[config.mk]
export PLATFORM = sky130hd
export DESIGN_NAME = lnk_field_cmp
export DESIGN_NICKNAME = d
export VERILOG_FILES = /design/src/rtl/lnk_chk_pkg.sv /design/src/rtl/lnk_field_cmp.sv
export SDC_FILE = /design/constraint.sdc
export NUM_CORES = 1
export LEC_CHECK = 0
export ABC_AREA = 1
export BUFFER_PORTS_ARGS = -buffer_cell sky130_fd_sc_hd__buf_2
export CORE_MARGIN = 2
export CORE_UTILIZATION = 50
export DETAILED_ROUTE_END_ITERATION = 6
export MAX_ROUTING_LAYER = met4
export PLACE_DENSITY = 0.81
export RECOVER_POWER = 50
export SLEW_MARGIN = 10
export SYNTH_ARGS = -nofsm -noshare
export SYNTH_HDL_FRONTEND = slang
export SYNTH_SLANG_ARGS = --single-unit
[constraint.sdc]
create_clock -name vclk -period 1.2
set_clock_uncertainty 0.05 [all_clocks]
set_input_delay 0.12 -clock vclk [all_inputs]
set_output_delay 0.12 -clock vclk [all_outputs]
set_load 0.01 [all_outputs]
[src/rtl/lnk_chk_pkg.sv]
// Shared layout constants and types for the link pattern checker.
// Assumes the three count lanes sit contiguously from bit 0 upward.
package lnk_chk_pkg;
    localparam int FIELD_W    = 8;
    localparam int NUM_FIELDS = 3;
    localparam int WORD_W     = 28;
    localparam int USED_W     = FIELD_W * NUM_FIELDS;
    localparam int PAD_W      = WORD_W - USED_W;

    typedef logic [FIELD_W-1:0] cnt_t;
    typedef logic [WORD_W-1:0]  word_t;

    // Places one count value into every lane and leaves the pad bits at zero.
    function automatic word_t pack_word(cnt_t c);
        word_t w;
        w = '0;
        for (int i = 0; i < NUM_FIELDS; i++) begin
            w[i*FIELD_W +: FIELD_W] = c;
        end
        return w;
    endfunction
endpackage

[src/rtl/lnk_field_cmp.sv]
// Combinational lane comparator and majority voter.
// Assumes exp_cnt is the prediction for the word presented on word_in.
module lnk_field_cmp
    import lnk_chk_pkg::*;
(
    input  word_t word_in,
    input  cnt_t  exp_cnt,
    output logic  mismatch,
    output cnt_t  resync_cnt
);
    cnt_t                  fld [NUM_FIELDS];
    logic [NUM_FIELDS-1:0] fld_ok;
    logic                  pad_ok;

    for (genvar g = 0; g < NUM_FIELDS; g++) begin : g_lane
        assign fld[g]    = word_in[g*FIELD_W +: FIELD_W];
        assign fld_ok[g] = (fld[g] == exp_cnt);
    end

    assign pad_ok   = (word_in[WORD_W-1:USED_W] == '0);
    assign mismatch = !(&fld_ok) || !pad_ok;

    // Pick the first lane value held by a strict majority, else keep the prediction.
    always_comb begin
        int  agree;
        logic found;
        resync_cnt = exp_cnt;
        found      = 1'b0;
        for (int i = 0; i < NUM_FIELDS; i++) begin
            agree = 0;
            for (int j = 0; j < NUM_FIELDS; j++) begin
                if (fld[j] == fld[i]) agree++;
            end
            if (!found && (agree * 2 > NUM_FIELDS)) begin
                resync_cnt = fld[i];
                found      = 1'b1;
            end
        end
    end
endmodule

==> results of run 1 <==
-- synth_stat cells --
| cell | n | area [um^2] |
|---|---|---|
| xnor2_1 | 18 | 157.7 |
| nand2_1 | 76 | 285.3 |
| inv_2 | 2 | 7.510 |
| nand4_1 | 23 | 143.9 |
| nor2_4 | 1 | 11.26 |
| buf_6 | 2 | 22.52 |
| nand3_1 | 13 | 65.06 |
| nor3_1 | 2 | 10.01 |
| nand2_2 | 4 | 25.02 |
| or2_2 | 7 | 43.79 |
| inv_1 | 24 | 90.09 |
| nor2_1 | 12 | 45.04 |
| xor2_1 | 6 | 52.55 |
| nor4_1 | 1 | 6.260 |
| nor2_2 | 1 | 6.260 |
-- logic make-up after synthesis --
group	count (synthesis)	share of synthesized area
AND/OR/NAND/NOR	140	0.6602
buffers and inverters	28	0.1236
XOR/XNOR	24	0.2162
-- what timing repair did --
action,in CTS
pin swaps,41
setup buffers,1
setup endpoints to repair,9
cloned,1
resized for setup,71
-- per-stage QoR --
step | util | cells | setup slack [ns] | TNS, ns
after CTS | 0.9298 | 291 | -0.1459 | -1.178
after global placement | 0.7986 | 289 | -0.1771 | -1.468
after floorplan | - | 192 | 0.1488 | 0
after detailed placement | 0.7986 | 289 | -0.1998 | -1.650
==> results_dict.tcl, run 1 <==
set metrics [dict create \
    rows 15 \
    placed_cell_area_mm2 0.001424 \
    chipHeight_um 48.10 \
    run_status "did not finish" \
    place.port_buffers 45 \
    place.gp.congestion 1.051 \
    avgSynthCellArea_um2 5.063 \
    start_util 0.5453 \
    num_io_pins 45 \
    dp_hpwl_mm 2.812 \
    synth-seq-area-share 0 \
    die_w_um 48.10 \
    endpoint_type "output port" \
    ys_types 15 \
    worst_endpoint "resync_cnt[7]" \
    firstError "[ERROR DPL-0038] Utilization greater than 100%, impossible to legalize" \
    syn_area_um2 972.2 \
    lastStage "5_1_grt" \
    grt_start_max_net_pins 9 \
    synth_cells 192 \
    yosys_warnings 0 \
    cts_hold_buf 0 \
    syn_nets 228 \
]
==> run 2, diff against run 1 <==
--- a/config.mk
+++ b/config.mk
@@ -7,11 +7,10 @@
 export LEC_CHECK = 0
 export ABC_AREA = 1
 export BUFFER_PORTS_ARGS = -buffer_cell sky130_fd_sc_hd__buf_2
-export CORE_MARGIN = 2
-export CORE_UTILIZATION = 50
+export CORE_AREA = 2 2 63 65
 export DETAILED_ROUTE_END_ITERATION = 6
-export MAX_ROUTING_LAYER = met4
-export PLACE_DENSITY = 0.81
+export DIE_AREA = 0 0 65 67
+export PLACE_DENSITY_LB_ADDON = 0.15
 export RECOVER_POWER = 50
 export SLEW_MARGIN = 10
 export SYNTH_ARGS = -nofsm -noshare
==> run 2 against run 1 <==
  * The flow now finishes, with violations (setup timing)
  * Synthesized cell count unchanged
  * Synthesized area unchanged
==> results_dict.tcl, run 2 <==
set metrics [dict create \
    overflow 0 \
    coreArea_mm2 0.003606 \
    p_clk_frac 0 \
    synth_most_common_cell "nand2_1" \
    grt_pass1_wl_mm 5.333 \
    yosys_warnings 0 \
    synth_top_area_cell "nand2_1" \
    critPathKind "input port to output pin" \
    seqPwrFrac 0 \
    yosys-top-cells-area "nand2_1 29%, xnor2_1 16%, nand4_1 15%, inv_1 9.3%, nand3_1 6.7%" \
    critical_path_required_ns 1.03 \
    drt_iter0_markers 30 \
    cap_violations 0 \
    stdcell_count 311 \
    yosys.area_share.simple 0.6602 \
    intPower_w 0.0003132 \
    antenna_cells 0 \
    drive_gt1_frac 0.5209 \
    run_status "finished, violations left" \
    power.switching_w 0.0002705 \
    vdd.ir_drop.worst_v 0.0001430 \
    ys_types 15 \
    dp_hpwl_mm 2.637 \
    dieArea_mm2 0.004355 \
    max_freq_mhz 777.3 \
    synth_top_family_by_area "simple AND/OR/NAND/NOR gates" \
    place.gp.congestion 0.7660 \
    vias 1398 \
    start_util 0.2696 \
    setup_viol 9 \
    first_pass_iters 2 \
    rows 22 \
    combPwrFrac 1.000 \
    via_per_inst 4.495 \
    seqCellArea_um2 0 \
    routed_wl_mm 3.176 \
    min-delay-path-class "input port to output pin" \
    hold_violations 0 \
    path_max_fanout 8 \
    holdWs_ns 0.5309 \
    cp-start-kind "input port" \
    chipHeight_um 67 \
    synth_mux_area_frac 0 \
    seq_cells 0 \
    syn_area_um2 972.2 \
    antenna_found_initial 0 \
    avgSynthCellArea_um2 5.063 \
    num_io_pins 45 \
    failed_checks "setup timing" \
    synth_compound_area_frac 0 \
    nClkBuffers 0 \
    final_common_cell "nand2_1" \
    worstPathArrival_ns 1.12 \
    wl_per_cell_um 10.21 \
    grtUsageTotal 0.1490 \
    drv_slew 0 \
    layout_common_cells "59 x nand2_1, 24 x buf_4, 23 x nand4_1" \
    cp-end-kind "output pin" \
    dp.cells 310 \
    grt_setup_unrepaired "yes" \
    grt_pass1_vias 1291 \
    fin_ws_ns -0.08646 \
    timing.final.crit_share 1.072 \
    syn_to_final_growth_pct 85.46 \
    die_w_um 65 \
    syn_nets 228 \
    synth-seq-area-share 0 \
    place.port_buffers 45 \
    drc_errors 0 \
    min_period_ns 1.286 \
    final_net_count 301 \
    synthXorXnorAreaFrac 0.2162 \
    synth_top_area_frac 0.2934 \
    grt_start_max_net_pins 9 \
    synth_cells 192 \
    power_density_mw_per_mm2 323.7 \
    synth_commonest_cells "76 x nand2_1, 24 x inv_1, 23 x nand4_1" \
    slew_headroom 0.8451 \
    swShare 0.4634 \
    postRouteAntennaNets 0 \
    p_leak_nw 0.9150 \
    synth_fa_ha_area_frac 0 \
    tightest_slew_ns 0.2303 \
]
==> run 2: cell counts after synthesis <==
Identical to the previous run, type by type.
==> run 2: final timing paths <==
check                  start             to  slack, ns  depth (start not counted)
hold / removal    word_in[6]  resync_cnt[6]       0.53                          4
setup / recovery  word_in[3]  resync_cnt[1]      -0.09                         10
==> run 2: logic make-up (layout without fill, tap and decap cells) <==
group,after synthesis,in the layout
XOR/XNOR,24,24
AND/OR/NAND/NOR,140,140
buffers and inverters,28,99
==> run 2: cell type report <==
cell class         instances  area, um^2
well taps                 48       60.06
multi-input cells        164       989.7
fillers                  393        1803
repair buffers            73       635.6
inverters                 26       117.6
==> run 2: repair_timing <==
| item | CTS | global route |
|---|---|---|
| buffers inserted | 1 | 0 |
| hold buffers | 0 | 0 |
| pin swaps | 46 | 32 |
| cloned | 0 | 0 |
| resized for setup | 82 | 34 |
| setup endpoints to repair | 9 | 9 |
==> run 2: per-stage QoR <==
step / area, um^2 / TNS, ns / util / power (W) / setup slack [ns]
floorplan: 972.2 / 0 / - / 0.0002226 / 0.1488
global placement: 1438 / -1.596 / 0.3987 / 0.0004491 / -0.1875
detailed placement: 1438 / -1.596 / 0.3987 / 0.0004490 / -0.2013
CTS: 1710 / -0.8239 / 0.4743 / 0.0005499 / -0.1156
global route: 1803 / -1.641 / 0.5000 / 0.0006476 / -0.2042
finish: 1803 / -0.6702 / 0.5000 / 0.0005836 / -0.08646
==> run 2: metal layers <==
| layer | vias to the layer above | track usage | wire length (um) |
|---|---|---|---|
| met1 | 610 | 0.1866 | 1405 |
| met5 | - | 0 | 0 |
| met3 | 0 | 0.001689 | 98 |
| li1 | 762 | - | - |
| met2 | 26 | 0.2990 | 1671 |
| met4 | 0 | 0 | 0 |
==> run 2: power by group through the flow <==
| stage | logic [W] | clock network, W | registers, W |
|---|---|---|---|
| global placement | 0.000449 | 0 | 0 |
| detailed placement | 0.000449 | 0 | 0 |
| CTS | 0.000550 | 0 | 0 |
| finish | 0.000584 | 0 | 0 |
| floorplan | 0.000223 | 0 | 0 |
| global route | 0.000648 | 0 | 0 |
==> run 2: worst max-delay path: stages <==
cell,delay [ns]
buf_6,0.10
inv_4,0.03
nand2_1,0.05
nand4_1,0.11
nor2_2,0.15
nand2_2,0.11
buf_6,0.15
nand4_1,0.08
nand3_1,0.07
buf_2,0.14
No activity file was read; power rests on OpenSTA's default activity.
==> run 3, diff against run 2 <==
--- a/config.mk
+++ b/config.mk
@@ -12,6 +12,7 @@
 export DIE_AREA = 0 0 65 67
 export PLACE_DENSITY_LB_ADDON = 0.15
 export RECOVER_POWER = 50
+export SETUP_SLACK_MARGIN = 0.2
 export SLEW_MARGIN = 10
 export SYNTH_ARGS = -nofsm -noshare
 export SYNTH_HDL_FRONTEND = slang
==> run 3 against run 2 <==
  * The run still ends with setup timing left
  * Wire length is the same
  * Final area is 5.8% higher
  * Combinational power rose by 4.6%
  * First-iteration DRC count grew 77%
  * Sequential cell count stayed put
  * Critical path depth is 1 lower
  * Global-route usage grew 0.57 points
  * Clock-buffer cell count unchanged
  * Core utilization up 2.9 points
  * Final cell count increased by 1.6%
  * Worst setup slack worse by 0.048 ns
  * Hold slack improved by 0.048 ns
  * Critical endpoint is now resync_cnt[7]
  * Highest routed layer unchanged
==> results_dict.tcl, run 3 (synthesized netlist as in run 2, its figures left out) <==
set metrics [dict create \
    placed_cell_area_mm2 0.001548 \
    hold_violations 0 \
    num_io_pins 45 \
    cts_hold_buf 0 \
    run_status "finished, violations left" \
    cp-start-kind "input port" \
    final_common_cell "nand2_1" \
    slew_headroom 0.8353 \
    setup_viol 9 \
    critPathKind "input port to output pin" \
    first_pass_iters 4 \
    cap_violations 0 \
    place.gp.congestion 0.8214 \
    final_net_count 306 \
    seqPwrFrac 0 \
    failed_checks "setup timing" \
    path_max_fanout 5 \
    coreArea_mm2 0.003606 \
    vdd.ir_drop.worst_v 0.0001650 \
    max_freq_mhz 749.2 \
    min_period_ns 1.335 \
    antenna_cells 0 \
    place.port_buffers 45 \
    power.switching_w 0.0002779 \
    worstPathArrival_ns 1.16 \
    drc_errors 0 \
    grt_pass1_vias 1271 \
    timing.final.crit_share 1.112 \
    dieArea_mm2 0.004355 \
    critical_path_required_ns 1.03 \
    grt_start_max_net_pins 9 \
    p_clk_frac 0 \
    grt_pass1_wl_mm 5.492 \
    design_area_mm2 0.001908 \
    min-delay-path-class "input port to output pin" \
    dp_hpwl_mm 2.675 \
    p_leak_nw 0.9975 \
    vias 1410 \
    die_w_um 65 \
    intPower_w 0.0003330 \
    combPwrFrac 1.000 \
    drt_iter0_markers 53 \
    syn_to_final_growth_pct 96.27 \
    nClkBuffers 0 \
    power_density_mw_per_mm2 320.2 \
    grtUsageTotal 0.1546 \
    wl_per_cell_um 10.05 \
    seqCellArea_um2 0 \
    overflow 0 \
    antenna_found_initial 0 \
    fin_ws_ns -0.1347 \
    layout_common_cells "61 x nand2_1, 34 x buf_6, 23 x nand4_1, 23 x buf_4" \
    seq_cells 0 \
    start_util 0.2696 \
    routed_wl_mm 3.176 \
    via_per_inst 4.462 \
    postRouteAntennaNets 0 \
    swShare 0.4549 \
    drv_slew 0 \
    cp-end-kind "output pin" \
    rows 22 \
    hold-path-cell-count 5 \
    tightest_slew_ns 0.2448 \
    chipHeight_um 67 \
    grt_setup_unrepaired "yes" \
    stdcell_count 316 \
    dp.cells 315 \
    drive_gt1_frac 0.5373 \
]
-- run 3: final cells by class --
class	count	area, um^2
repair buffers	78	710.7
inverters	26	107.6
fillers	379	1698
well taps	48	60.06
multi-input cells	164	1030
-- run 3: path summary, 6_finish.rpt --
| kind | start | end | slack [ns] |
|---|---|---|---|
| max | word_in[20] | resync_cnt[7] | -0.13 |
| min | word_in[1] | resync_cnt[1] | 0.58 |
-- run 3: metal layers --
layer / wire length (um) / track usage / vias to the layer above
li1: - / - / 769
met5: 0 / 0 / -
met1: 1446 / 0.2187 / 605
met3: 139 / 0.003378 / 0
met2: 1589 / 0.2771 / 36
met4: 0 / 0 / 0
-- run 3: power groups by stage --
| stage | combinational, W | sequential [W] | clock, W |
|---|---|---|---|
| floorplan | 0.000238 | 0 | 0 |
| global placement | 0.000482 | 0 | 0 |
| detailed placement | 0.000481 | 0 | 0 |
| CTS | 0.000572 | 0 | 0 |
| global route | 0.000671 | 0 | 0 |
| finish | 0.000611 | 0 | 0 |
-- run 3: stage by stage --
stage | setup WS, ns | TNS, ns | hold WS [ns] | utilization | power [W]
6_report | -0.1347 | -0.9979 | 0.5793 | 0.5291 | 0.0006109
5_1_grt | -0.2153 | -1.651 | 0.6029 | 0.5291 | 0.0006710
4_1_cts | -0.1595 | -1.256 | 0.5834 | 0.4983 | 0.0005716
3_5_place_dp | -0.2094 | -1.747 | 0.6160 | 0.4292 | 0.0004811
3_3_place_gp | -0.2227 | -1.767 | 0.6207 | 0.4292 | 0.0004822
2_1_floorplan | 0.1712 | 0 | 0.3174 | - | 0.0002381
-- run 3: what timing repair did --
item / 4_1_cts / 5_1_grt
setup endpoints to repair: 9 / 9
buffers inserted: 0 / 0
hold endpoints to repair: 0 / 0
pin swaps: 47 / 37
gates resized for setup: 73 / 36
cloned: 1 / 0
-- run 3: critical path: stages --
cell and delay [ns]:
buf_6 0.10, xnor2_2 0.13, nand2_1 0.10, nor2_2 0.12, nand2_2 0.11, buf_6 0.15
nand4_1 0.10, nand3_2 0.09, buf_6 0.13
